<file path="config.mk">
export PLATFORM = sky130hd
export DESIGN_NAME = irq_dispatch
export DESIGN_NICKNAME = d
export VERILOG_FILES = /design/src/rtl/irqd_pkg.sv /design/src/rtl/irqd_accept.sv /design/src/rtl/irqd_route.sv /design/src/rtl/irqd_vecbase.sv /design/src/rtl/irq_dispatch.sv
export SDC_FILE = /design/constraint.sdc
export NUM_CORES = 1
export LEC_CHECK = 0
export BUFFER_PORTS_ARGS = -buffer_cell sky130_fd_sc_hd__buf_2
export CAP_MARGIN = 0
export CORE_ASPECT_RATIO = 1.75
export CORE_UTILIZATION = 48
export DETAILED_ROUTE_END_ITERATION = 8
export GPL_TIMING_DRIVEN = 0
export PLACE_DENSITY = 0.77
export SYNTH_ARGS = -nofsm -noshare
export SYNTH_HDL_FRONTEND = slang
export SYNTH_SLANG_ARGS = --single-unit
</file>
<file path="constraint.sdc">
create_clock -name clk -period 5.46 [get_ports clk]
set_input_delay 1.638 -clock clk [delete_from_list [all_inputs] [get_ports clk]]
set_output_delay 1.638 -clock clk [all_outputs]
set_load 0.1 [all_outputs]
</file>
<file path="src/rtl/irqd_pkg.sv">
package irqd_pkg;
  localparam int XW    = 32;
  localparam int NINT  = 32;
  localparam int LW    = 3;
  localparam int NSLOT = 1 << LW;
  localparam int EW    = 4;
  localparam int NEXC  = 1 << EW;

  localparam int PS_EXCM = 4;
  localparam int PS_UM   = 5;
  localparam logic [XW-1:0] CAUSE_L1 = 32'd4;

  typedef enum logic [EW-1:0] {
    EX_NONE  = 4'd0,
    EX_WOV4  = 4'd1, EX_WUN4  = 4'd2,
    EX_WOV8  = 4'd3, EX_WUN8  = 4'd4,
    EX_WOV12 = 4'd5, EX_WUN12 = 4'd6,
    EX_KERN  = 4'd7, EX_USER  = 4'd8, EX_DBL = 4'd9
  } exc_e;

  typedef struct packed {
    logic          taken;
    logic [XW-1:0] pc;
    logic [XW-1:0] ps;
    logic          spc_we;
    logic [LW-1:0] spc_sel;
    logic [XW-1:0] spc_d;
    logic          sps_we;
    logic [LW-1:0] sps_sel;
    logic [XW-1:0] sps_d;
    logic          cause_we;
  } disp_t;

  function automatic logic [XW-1:0] reloc_vec(input logic [XW-1:0] v,
      input logic [XW-1:0] base_rst, input logic [XW-1:0] base_now, input logic en);
    return en ? (v - base_rst + base_now) : v;
  endfunction

  function automatic logic [NEXC*XW-1:0] default_exc_tbl();
    logic [NEXC*XW-1:0] t;
    t = '0;
    for (int i = 0; i < 6; i++)
      t[(i+1)*XW +: XW] = 32'h5FFF8400 + 32'(i) * 32'h40;
    t[int'(EX_KERN)*XW +: XW] = 32'h5FFF861C;
    t[int'(EX_USER)*XW +: XW] = 32'h5FFF863C;
    t[int'(EX_DBL)*XW  +: XW] = 32'h5FFF865C;
    return t;
  endfunction

  function automatic logic [NSLOT*XW-1:0] default_lvl_vec();
    logic [NSLOT*XW-1:0] t;
    t = '0;
    t[2*XW +: XW] = 32'h5FFF857C;
    t[3*XW +: XW] = 32'h5FFF859C;
    return t;
  endfunction

  function automatic logic [NSLOT*NINT-1:0] default_lvl_mask();
    logic [NSLOT*NINT-1:0] t;
    t = '0;
    for (int l = 1; l <= 4; l++)
      t[l*NINT + (l-1)*8 +: 8] = 8'hFF;
    return t;
  endfunction
endpackage

</file>
<file path="src/rtl/irqd_accept.sv">
module irqd_accept
  import irqd_pkg::*;
#(
  parameter int NLEVEL = 3,
  parameter logic [NSLOT*NINT-1:0] LVL_MASK_TBL = default_lvl_mask()
) (
  input  logic [LW-1:0]   level,
  input  logic [NINT-1:0] raised,
  input  logic [NINT-1:0] enable,
  input  logic [3:0]      cur_lvl,
  output logic            accept
);
  logic [NSLOT-1:0] lvl_hit;

  for (genvar g = 0; g < NSLOT; g++) begin : g_lvl
    if (g >= 1 && g <= NLEVEL) begin : g_on
      assign lvl_hit[g] = |(LVL_MASK_TBL[g*NINT +: NINT] & raised & enable);
    end else begin : g_off
      assign lvl_hit[g] = 1'b0;
    end
  end

  assign accept = lvl_hit[level] && ({1'b0, level} > cur_lvl);
endmodule

</file>
<file path="src/rtl/irqd_route.sv">
module irqd_route
  import irqd_pkg::*;
#(
  parameter bit HAS_DEPC = 1'b1,
  parameter bit RELOC_EN = 1'b1,
  parameter logic [XW-1:0] VECBASE_RST = 32'h5FFF8400,
  parameter logic [NEXC*XW-1:0]  EXC_VEC_TBL = default_exc_tbl(),
  parameter logic [NSLOT*XW-1:0] LVL_VEC_TBL = default_lvl_vec()
) (
  input  logic          exc_req,
  input  logic [EW-1:0] exc_idx,
  input  logic          irq_ok,
  input  logic [LW-1:0] level,
  input  logic [XW-1:0] ps_in,
  input  logic [XW-1:0] pc_in,
  input  logic [XW-1:0] vecbase,
  input  logic [XW-1:0] hold_pc,
  input  logic [XW-1:0] hold_ps,
  output disp_t         nx,
  output logic          exc_hit,
  output logic          exc_miss
);
  logic [XW-1:0] exc_vec, lvl_vec, l1_vec;
  logic          in_excm;

  assign exc_vec  = EXC_VEC_TBL[exc_idx*XW +: XW];
  assign lvl_vec  = LVL_VEC_TBL[level*XW +: XW];
  assign in_excm  = ps_in[PS_EXCM];
  assign exc_hit  = exc_req && (exc_vec != '0);
  assign exc_miss = exc_req && (exc_vec == '0);

  always_comb begin
    if (in_excm)
      l1_vec = EXC_VEC_TBL[int'(EX_DBL)*XW +: XW];
    else if (ps_in[PS_UM])
      l1_vec = EXC_VEC_TBL[int'(EX_USER)*XW +: XW];
    else
      l1_vec = EXC_VEC_TBL[int'(EX_KERN)*XW +: XW];
  end

  always_comb begin
    nx    = '0;
    nx.pc = hold_pc;
    nx.ps = hold_ps;
    if (exc_req) begin
      if (exc_hit) begin
        nx.taken = 1'b1;
        nx.pc    = reloc_vec(exc_vec, VECBASE_RST, vecbase, RELOC_EN);
        nx.ps    = ps_in;
      end
    end else if (irq_ok) begin
      nx.taken  = 1'b1;
      nx.spc_we = 1'b1;
      nx.spc_d  = pc_in;
      if (level > LW'(1)) begin
        nx.spc_sel = level;
        nx.sps_we  = 1'b1;
        nx.sps_sel = level;
        nx.sps_d   = ps_in;
        nx.ps      = {ps_in[XW-1:PS_EXCM+1], 1'b1, 1'b0, level};
        nx.pc      = reloc_vec(lvl_vec, VECBASE_RST, vecbase, RELOC_EN);
      end else begin
        nx.cause_we = 1'b1;
        nx.spc_sel  = (in_excm && HAS_DEPC) ? LW'(0) : LW'(1);
        nx.ps       = ps_in | (XW'(1) << PS_EXCM);
        nx.pc       = reloc_vec(l1_vec, VECBASE_RST, vecbase, RELOC_EN);
      end
    end
  end
endmodule

</file>
<file path="src/rtl/irqd_vecbase.sv">
module irqd_vecbase
  import irqd_pkg::*;
#(
  parameter logic [XW-1:0] VECBASE_RST = 32'h5FFF8400
) (
  input  logic          clk,
  input  logic          rst_n,
  input  logic          we,
  input  logic [XW-1:0] wdata,
  output logic [XW-1:0] base
);
  always_ff @(posedge clk) begin
    if (!rst_n)  base <= VECBASE_RST;
    else if (we) base <= wdata;
  end
endmodule

</file>
<file path="src/rtl/irq_dispatch.sv">
module irq_dispatch
  import irqd_pkg::*;
#(
  parameter int NLEVEL   = 3,
  parameter bit HAS_DEPC = 1'b1,
  parameter bit INT_OPT  = 1'b1,
  parameter bit RELOC_EN = 1'b1,
  parameter logic [XW-1:0] RESET_VEC   = 32'h5FFF8000,
  parameter logic [XW-1:0] VECBASE_RST = 32'h5FFF8400,
  parameter logic [NEXC*XW-1:0]    EXC_VEC_TBL  = default_exc_tbl(),
  parameter logic [NSLOT*XW-1:0]   LVL_VEC_TBL  = default_lvl_vec(),
  parameter logic [NSLOT*NINT-1:0] LVL_MASK_TBL = default_lvl_mask()
) (
  input  logic            clk,
  input  logic            rst_n,
  input  logic [LW-1:0]   irq_level,
  input  logic [NINT-1:0] int_raised,
  input  logic [NINT-1:0] int_enable,
  input  logic [XW-1:0]   ps_in,
  input  logic [XW-1:0]   pc_in,
  input  logic            exc_req,
  input  logic [EW-1:0]   exc_idx,
  input  logic            vb_we,
  input  logic [XW-1:0]   vb_wdata,
  output logic            taken,
  output logic [XW-1:0]   pc_out,
  output logic [XW-1:0]   ps_out,
  output logic            save_pc_we,
  output logic [LW-1:0]   save_pc_sel,
  output logic [XW-1:0]   save_pc_data,
  output logic            save_ps_we,
  output logic [LW-1:0]   save_ps_sel,
  output logic [XW-1:0]   save_ps_data,
  output logic            cause_we,
  output logic [XW-1:0]   cause_data,
  output logic [XW-1:0]   vecbase_out
);
  localparam logic [XW-1:0] PS_RST = INT_OPT ? 32'h1F : 32'h10;

  logic  irq_ok;
  logic  exc_hit;
  logic  exc_miss;
  disp_t nx, r;

  irqd_accept #(.NLEVEL(NLEVEL), .LVL_MASK_TBL(LVL_MASK_TBL)) u_accept (
    .level(irq_level), .raised(int_raised), .enable(int_enable),
    .cur_lvl(ps_in[3:0]), .accept(irq_ok)
  );

  irqd_vecbase #(.VECBASE_RST(VECBASE_RST)) u_vb (
    .clk(clk), .rst_n(rst_n), .we(vb_we), .wdata(vb_wdata), .base(vecbase_out)
  );

  irqd_route #(
    .HAS_DEPC(HAS_DEPC), .RELOC_EN(RELOC_EN), .VECBASE_RST(VECBASE_RST),
    .EXC_VEC_TBL(EXC_VEC_TBL), .LVL_VEC_TBL(LVL_VEC_TBL)
  ) u_route (
    .exc_req(exc_req), .exc_idx(exc_idx), .irq_ok(irq_ok), .level(irq_level),
    .ps_in(ps_in), .pc_in(pc_in), .vecbase(vecbase_out),
    .hold_pc(r.pc), .hold_ps(r.ps), .nx(nx), .exc_hit(exc_hit), .exc_miss(exc_miss)
  );

  always_ff @(posedge clk) begin
    if (!rst_n) begin
      r    <= '0;
      r.pc <= RESET_VEC;
      r.ps <= PS_RST;
    end else begin
      r <= nx;
    end
  end

  assign taken        = r.taken;
  assign pc_out       = r.pc;
  assign ps_out       = r.ps;
  assign save_pc_we   = r.spc_we;
  assign save_pc_sel  = r.spc_sel;
  assign save_pc_data = r.spc_d;
  assign save_ps_we   = r.sps_we;
  assign save_ps_sel  = r.sps_sel;
  assign save_ps_data = r.sps_d;
  assign cause_we     = r.cause_we;
  assign cause_data   = CAUSE_L1;
endmodule

</file>
Word level (Yosys, flattened, before mapping):

Index checks and enable logic that the tools add are counted.

* output and inout port bits: 202
* register bits: 170
* word-level logic and storage cells: 52

* add/subtract/negate cells: 6
* $lt $le $gt $ge: 3
* eq/ne operators: 1
* muxes and demuxes: 12
* reduce and logical (&&, ||, !) cells: 11
* shifts and indexed selects: 2
* bitwise gates (word level): 6

Operators by type and width (number)
* 512-bit by 10-bit indexed part select with 32-bit output (first input constant): 1
* 256-bit by 9-bit indexed part select with 32-bit output (first input constant): 1
* 138-bit two-way mux: 1
* 65-bit two-way mux: 2
* 32-bit adder: 3
* 32-bit OR reduction: 3
* 32-bit by 31-bit subtractor with 32-bit output (second input constant): 3
* 64-bit two-way mux: 1
* 36-bit two-way mux: 1
* 16-bit by 32-bit AND with 32-bit output: 1
* 24-bit by 32-bit AND with 32-bit output: 1
* 8-bit by 32-bit AND with 32-bit output: 1
* 32-bit nonzero test: 1
* 7-bit two-way mux: 1
* 6-bit two-way mux: 1
* 3-bit by 4-bit greater-than comparator with 1-bit output: 1
* 3-bit by 4-bit less-than comparator with 1-bit output (second input constant): 1
* 4-bit OR reduction: 1
* 1-bit binary-select mux with 3-bit select: 1
* 3-bit by 1-bit greater-than comparator with 1-bit output (second input constant): 1
* 1-bit two-way mux: 3
* 3-bit two-way mux: 1
* 1-bit inverter: 3
* 3-bit OR reduction: 1
* 5 further kinds: 6

Logic depth before layout (Yosys ltp):

Gate-level depths: netlist (run 1).

* depth in word-level cells: 7
* mapped depth: 17

Hierarchy:

From an unflattened synthesis (run 1), not the netlist that was laid out.

* cells, all modules: 1331
* area total of the unflattened synthesis: 11214.5 µm²

Modules (own cells, without submodules)
* irqd_route: times used 1, sequential area each 0.0 µm², cells an instance 874, area each 5789.3 µm²
* irq_dispatch: times used 1, sequential area each 2762.6 µm², cells an instance 325, area each 4025.1 µm²
* irqd_vecbase: times used 1, sequential area each 640.6 µm², cells an instance 103, area each 1194.9 µm²
* irqd_accept: times used 1, sequential area each 0.0 µm², cells an instance 29, area each 205.2 µm²

Worst setup path before layout (run 1):

No wires, ideal clock.

* path type: input port to flip-flop
* start point: in irq_level[1]
* end point: reg r (netlist bit pc_out[30])
* stages: 12
* data required time: 5326 ps
* arrival time: 4717 ps
* path slack: 609 ps
* path buffers: 1
* cell sequence: clkbuf_1 nand2b_1 inv_1 ha_1 ha_1 and3_1 and3_4 o2111a_1 or4_4 a311oi_2 mux2i_1 o221ai_2

* longest elaborated chain between the ends: 6
* elaborated cells between the ends (all ways): 13
* those cells by class: add/sub: 2; order compare: 2; shift: 1; mux: 5; reduce/logical: 3

Ends and longest elaborated chain
* start: declaration: line irq_dispatch.sv:16 `input logic [LW-1:0] irq_level,`
* 256-bit by 9-bit indexed part select with 32-bit output: line irqd_route.sv:27 `assign lvl_vec = LVL_VEC_TBL[level*XW +: XW];`
* 32-bit by 31-bit subtractor with 32-bit output: line irqd_pkg.sv:36 `return en ? (v - base_rst + base_now) : v;`
* 32-bit adder: line irqd_pkg.sv:36
* 64-bit two-way mux: line irqd_route.sv:55 `if (level > LW'(1)) begin`
* 138-bit two-way mux: line irqd_route.sv:51 `end else if (irq_ok) begin`
* 65-bit two-way mux: line irqd_route.sv:45 `if (exc_req) begin`
* end signal: assignment: line irq_dispatch.sv:69 `r <= nx;`
* end: declaration: line irq_dispatch.sv:43 `disp_t nx, r;`

Several ways; a longest one is shown, not always the timed one. The select of a mux whose other input is x is not followed.
A chain may end at the register's enable or synchronous reset.

Worst setup path after layout (run 1):

* start point: in exc_idx[1]
* end point: reg r (netlist bit pc_out[31])

* longest elaborated chain between the ends: 5
* elaborated cells between the ends (all ways): 9
* those cells by class: add/sub: 2; eq/ne: 1; shift: 1; mux: 2; reduce/logical: 3

Ends and longest elaborated chain
* start: declaration: line irq_dispatch.sv:22 `input logic [EW-1:0] exc_idx,`
* 512-bit by 10-bit indexed part select with 32-bit output *: line irqd_route.sv:26 `assign exc_vec = EXC_VEC_TBL[exc_idx*XW +: XW];`
* 32-bit by 31-bit subtractor with 32-bit output or 32-bit nonzero test (tied branches): line irqd_pkg.sv:36, irqd_route.sv:29
* 32-bit adder or 1-bit logical AND (tied branches): line irqd_pkg.sv:36, irqd_route.sv:29
* 65-bit two-way mux or 2-bit by 1-bit != test with 1-bit output (tied branches)
* 65-bit two-way mux or 2-bit AND reduction (tied branches)

Every way passes the cells marked *; elsewhere a longest branch is shown, timed or not. The select of a mux whose other input is x is not followed.

==> results of run 1 <==
==> power groups by stage <==
| stage | Combinational [W] | Sequential, W | Clock (W) |
|---|---|---|---|
| 3_3_place_gp | 0.00160 | 0.00140 | 0 |
| 6_report | 0.00164 | 0.00137 | 0.00131 |
| 4_1_cts | 0.00163 | 0.00137 | 0.00132 |
| 5_1_grt | 0.00175 | 0.00138 | 0.00137 |
| 3_5_place_dp | 0.00162 | 0.00140 | 0 |
| 2_1_floorplan | 0.000805 | 0.00184 | 0 |
==> worst max-delay path by stage <==
stage | startpoint | slack, ns | end | depth (start not counted)
floorplan | irq_level[1] | 0.61 | pc_out[30] | 12
CTS | irq_level[1] | 0.17 | pc_out[31] | 15
detailed placement | irq_level[1] | -0.93 | pc_out[31] | 16
finish | exc_idx[1] | 0.21 | pc_out[31] | 17
global route | exc_idx[1] | 0.04 | pc_out[31] | 17
global placement | irq_level[1] | -0.89 | pc_out[31] | 16
==> metrics by stage <==
step	utilization [%]	cells
after CTS	61.8	1952
final	61.8	1955
after floorplan	-	1307
after global routing	61.8	1955
after detailed placement	58.8	1920
after global placement	58.8	1920
==> state kept, by name, indices dropped and copies added (netlist names) <==
signal and flops:
save_ps_sel 3, save_pc_we 1, u_vb.base 32, save_ps_data 32, taken 1, save_ps_we 1
save_pc_sel 3, pc_out 32, ps_out 32, save_pc_data 32, cause_we 1
==> area by class of cell <==
cell class | instances | area share [%]
Tap cell | 292 | 2.73
Clock inverter | 14 | 1.44
Antenna cell | 1 | 0.0187
Timing Repair inverter | 1 | 0.0373
Clock buffer | 18 | 3.28
Sequential cell | 170 | 25.4
Timing Repair Buffer | 323 | 12.1
Multi-Input combinational cell | 994 | 50.0
Inverter | 49 | 1.40
Buffer | 93 | 3.65
==> cells in the mapped netlist, types with 12 or more instances <==
master / instances / area [um^2]
nand3_1: 21 / 105
dfxtp_1: 170 / 3400
nand2b_1: 12 / 75.1
o21ai_0: 50 / 250
nor3_1: 16 / 80.1
clkbuf_1: 48 / 180
ha_1: 110 / 1380
nand2_1: 158 / 593
a21o_1: 25 / 188
a221oi_1: 16 / 140
nor2b_1: 15 / 93.8
o211ai_1: 16 / 120
xor2_1: 26 / 228
a21oi_1: 97 / 485
mux2i_1: 33 / 330
inv_1: 48 / 180
buf_4: 32 / 240
nor2_1: 84 / 315
xnor2_1: 40 / 350
a22oi_1: 15 / 113
and3_1: 77 / 482
==> logic make-up after synthesis <==
| logic type | count (synthesis) |
|---|---|
| simple gates | 424 |
| fa+ha+maj | 112 |
| other cells | 2 |
| xor+xnor | 66 |
| compound gates | 323 |
| flops | 170 |
| mux | 34 |
| buf+inv | 143 |
==> timing repair <==
item | 4_1_cts | 5_1_grt
gates cloned | 1 | 0
pin swaps | 0 | 0
setup endpoints to repair | 12 | 3
setup buffers | 0 | 2
gates resized for setup | 1 | 1
==> worst max-delay path, stage by stage <==
cell	delay, ns
buf_2	0.13
inv_1	0.08
ha_1	0.20
nor2b_1	0.22
nor2_1	0.05
or2_2	0.47
ha_1	0.37
ha_1	0.29
clkbuf_1	0.19
a21o_1	0.22
o21bai_1	0.16
a221oi_1	0.52
nor2_1	0.15
o32ai_1	0.49
xnor2_1	0.13
a31oi_1	0.18
nand3_1	0.08
==> per-layer routing <==
metal  GRT usage, %  routed length, um
met5              0                  0
met4           28.7               3300
met1           35.1              14200
met3           6.73               2790
met2           61.4              19700
==> layout by cell type, fill, tap and decap left out, types with 5 or more instances in the layout <==
cell type  synthesis  final
a22oi_1           15     15
a221oi_1          16     16
nor2_1            84     84
o21ai_1            9     10
clkbuf_16          0     17
xnor2_1           40     40
buf_2             10    331
and3_1            77     77
a31oi_1            9      9
nand3_1           21     21
buf_4             32     34
a221o_1            5      5
o21bai_1           6      6
nand4_1            9      9
nor2b_1           15     15
o211ai_1          16     16
ha_1             110    110
nor3_1            16     16
inv_1             48     47
o21ai_0           50     49
mux2i_1           33     33
inv_6              0      6
o21a_1             9      9
a21oi_1           97     97
a211oi_1          10     10
xor2_1            26     26
a21o_1            25     25
nand3b_1           6      6
nand2_1          158    158
conb_1             2     35
nand2b_1          12     12
dfxtp_1          170    170
clkbuf_1          48     47
==> out/qor.txt, run 1 <==
status = finished, final reports clean
Cell Area, Placed = 12800 um^2
Syn. warnings = 0
static leakage = 6.75 nW
hold slack = 0.452 ns
Routed Antenna Nets = 0
Max Cap Viol = 0
Internal = 0.00248 W
simple-gate share of the synthesized area = 19.2%
total grt overflow = 0
setup TNS = 0 ns
cell area after layout = 13400 um^2
Peak VDD IR = 0.000195 V
DRT Pass-1 Iters = 5
critical path type = in -> reg
switching portion of total power = 42.8%
R2R cell count = 12
worst hold path depth = 2
EDFF count, synth = 0
Final setup violation count = 0
Overall Power = 0.00433 W
RR Startpoint = u_vb.base[3]
Hold Path Sink = ps_out[30]
share of layout cells above drive strength 1 = 25.6%
Max clock buf depth = 2
Core Area = 21700 um^2
hold path startpoint = ps_out[30]
initial antenna violation count = 2
cell area after synthesis = 10700 um^2
Mapped Cells = 1274
first-pass GRT wire length = 59.2 mm
FF-to-FF setup slack = 1.86 ns
crit share post-route = 96.2%
Vias per Instance = 5.74
PwrDens = 323 nW/um^2
Clock power frac = 30.3%
Layout Nets = 1932
register area = 3400 um^2
Filler Cell Count = 2018
setup ws final = 0.209 ns
Seq pwr share = 31.7%
adder-cell share of the synthesized area = 13.3%
Worst Path Required = 5.80 ns
Slew Viols, Final = 0
initial core utilization = 49.2%
area grow syn2layout = 25.8%
fin crit period = 5.25 ns
hold buffer count at cts = 0
Logic pwr share = 38.0%
die height = 199 um
First DRT Iteration DRCs = 678
largest net degree at the start of global routing = 19
Avg Inst Size Synth = 8.36 um^2
mux cell area share after synthesis = 3.21%
Die W = 115 um
HPWL Detailed = 31.8 mm
detailed-route via count = 11.2k
Clock Latency Late Sink = 0.46 ns
CTS root buffer = clkbuf_16
total die area = 22800 um^2
vias in the first global route = 10.9k
RR Endpoint = pc_out[25]
Hold Path Class = reg -> reg
share of flip-flops with an asynchronous set or reset = 0%
Psw = 0.00185 W
clk slew on worst S/H paths = 0.07 ns
#FFs+latches synth = 170
achievable clock frequency = 0.190 GHz
Post-Synth XOR/XNOR Area = 5.43%
CTS tree = built
FP Rows = 71
relative slew slack = 24.3%
Critical Path AT = 5.59 ns
CTS H-tree lvls = 4
Distinct cells, synth = 79
sequential area share after synthesis = 31.9%
worst slew pin tran = 1.13 ns
# clock sinks = 170
Total GRT Usage = 34.8%
area of the multi-input gates = 6700 um^2
number of I/O port buffers = 321
routed wire length = 40.0 mm
compound-gate portion of the synthesized area = 20.5%
clock skew = 0.0191 ns
Boundary Pins = 373
ys flop type = dfxtp_1
dpl ws = -0.928 ns
Fin. Hold Viols = 0
DRC = 0
largest family of logic cells by synthesized area = compound AO/OA/AOI/OAI gates
Placer Congestion = 1.00
Max Fanout on Critical Path = 16
CTS buffer count = 17
type of origin of the critical path = input port
unrepaired setup endpoints after global routing = no
drt wl/cell = 20.4 um
crit end category = flip-flop
Power figures use the tool's default switching activity.
==> inputs of run 2 (changes only) <==
- BUFFER_PORTS_ARGS: -buffer_cell sky130_fd_sc_hd__buf_2 -> default
- DONT_BUFFER_PORTS: default -> 1
- PLACE_DENSITY: 0.77 -> default
==> out/qor.txt, run 2 (synthesis gave the netlist of run 1 again) <==
# clock sinks = 170
routed wire length = 37.7 mm
worst hold path depth = 2
area grow syn2layout = 10.4%
Core Area = 21700 um^2
commonest cells after routing, fill and taps aside = dfxtp_1 (170), nand2_1 (158), ha_1 (110), a21oi_1 (97), nor2_1 (84)
crit share post-route = 95.5%
worst slew pin tran = 1.41 ns
CTS tree = built
FF-to-FF setup slack = 0.96 ns
detailed-route via count = 9713
FP Rows = 71
Hold Path Class = reg -> reg
initial antenna violation count = 1
CTS buffer count = 17
Fin. Hold Viols = 0
hold slack = 0.915 ns
Placer Congestion = 0.954
Vias per Instance = 5.94
Slew Viols, Final = 0
drt wl/cell = 23.1 um
Total GRT Usage = 32.6%
R2R cell count = 12
Boundary Pins = 373
clock skew = 0.0161 ns
first-pass GRT wire length = 54.4 mm
DRC = 0
CTS H-tree lvls = 4
Die W = 115 um
unrepaired setup endpoints after global routing = no
CTS root buffer = clkbuf_16
Final setup violation count = 0
achievable clock frequency = 0.192 GHz
total grt overflow = 0
fin crit period = 5.21 ns
most common cell after layout, fill and taps aside = dfxtp_1
crit-path max cell delay = 0.41 ns
Max Fanout on Critical Path = 10
PwrDens = 352 nW/um^2
relative slew slack = 5.82%
status = finished, final reports clean
HPWL Detailed = 30.4 mm
CP max-delay cell = or3_1
First DRT Iteration DRCs = 378
initial core utilization = 49.2%
setup TNS = 0 ns
Critical Path AT = 5.60 ns
critical path type = in -> reg
static leakage = 5.31 nW
number of I/O port buffers = 0
Filler Cell Count = 2161
crit end category = flip-flop
die height = 199 um
total die area = 22800 um^2
hold path startpoint = ps_out[21]
share of layout cells above drive strength 1 = 7.61%
Hold Path Sink = ps_out[21]
Peak VDD IR = 0.000227 V
Worst Path Required = 5.85 ns
vias in the first global route = 9520
clk slew on worst S/H paths = 0.07 ns
Routed Antenna Nets = 0
RR Endpoint = pc_out[25]
type of origin of the critical path = input port
RR Startpoint = u_vb.base[10]
Max Cap Viol = 0
Layout Nets = 1611
Max clock buf depth = 2
Clock Latency Late Sink = 0.46 ns
hold buffer count at cts = 0
largest net degree at the start of global routing = 17
critical path, cell by cell = clkbuf_2 -> nand2b_1 -> clkinvlp_4 -> buf_4 -> ha_1 -> ha_1 -> inv_1 -> fa_1 -> nand2b_1 -> a21oi_1 -> o21ai_0 -> a21oi_1 -> nor3_1 -> or3_1 -> a31o_1 -> nand3_1
cell family with most CP delay = compound AO/OA/AOI/OAI gates
DRT Pass-1 Iters = 5
Worst Path Buf+Inv = 4
==> run 2: worst max path at each step <==
stage                 start  slack, ns    endpoint  depth (start not counted)
3_3_place_gp   irq_level[1]      -0.83  pc_out[31]                         15
2_1_floorplan  irq_level[1]       0.61  pc_out[30]                         12
3_5_place_dp   irq_level[1]      -0.82  pc_out[31]                         15
6_report       irq_level[1]       0.25  pc_out[31]                         16
4_1_cts        irq_level[1]       0.11  pc_out[31]                         15
5_1_grt          exc_idx[0]       0.10  pc_out[25]                         17
==> run 2: worst min-delay path, stage by stage, from the launching register on <==
cell	delay [ns]
dfxtp_1	0.64
nand2_1	0.17
a21oi_1	0.06
==> run 2: final cells by class <==
type	count	area, um^2	area share [%]
Antenna cell	2	5.00	0.0425
Buffer	94	494	4.20
Clock buffer	19	443	3.76
Clock inverter	12	156	1.33
Inverter	49	188	1.60
Multi-Input combinational cell	994	6700	56.9
Sequential cell	170	3400	28.9
Tap cell	292	365	3.11
Timing Repair Buffer	1	7.51	0.0638
Timing Repair inverter	1	5.00	0.0425
==> run 2: report_power, final <==
group	switching [W]	internal [W]	total, W
registers	0.000548	0.00130	0.00185
logic	0.000657	0.000378	0.00103
clock network	0.000562	0.000699	0.00126
==> run 2: what timing repair did <==
item / in CTS / in global routing
gates resized for setup: 2 / 0
setup endpoints to repair: 6 / 2
buffers inserted: 0 / 1
gates cloned: 1 / 0
pin swaps: 0 / 0
==> run 2: through the flow <==
stage,area (um^2),worst slack [ns],instances,utilization (%),power (W)
2_1_floorplan,10800,0.609,1307,-,0.00264
3_3_place_gp,11100,-0.830,1599,51.4,0.00289
3_5_place_dp,11100,-0.817,1599,51.4,0.00290
4_1_cts,11800,0.113,1631,54.2,0.00415
5_1_grt,11800,0.102,1634,54.3,0.00431
6_report,11800,0.247,1634,54.3,0.00415
==> run 2: layer usage <==
layer	wire length, um	track usage [%]	vias up
li1	-	-	4618
met2	19500	59.9	403
met5	0	0	-
met1	12800	30.3	4574
met3	2980	9.34	118
met4	2470	23.6	0
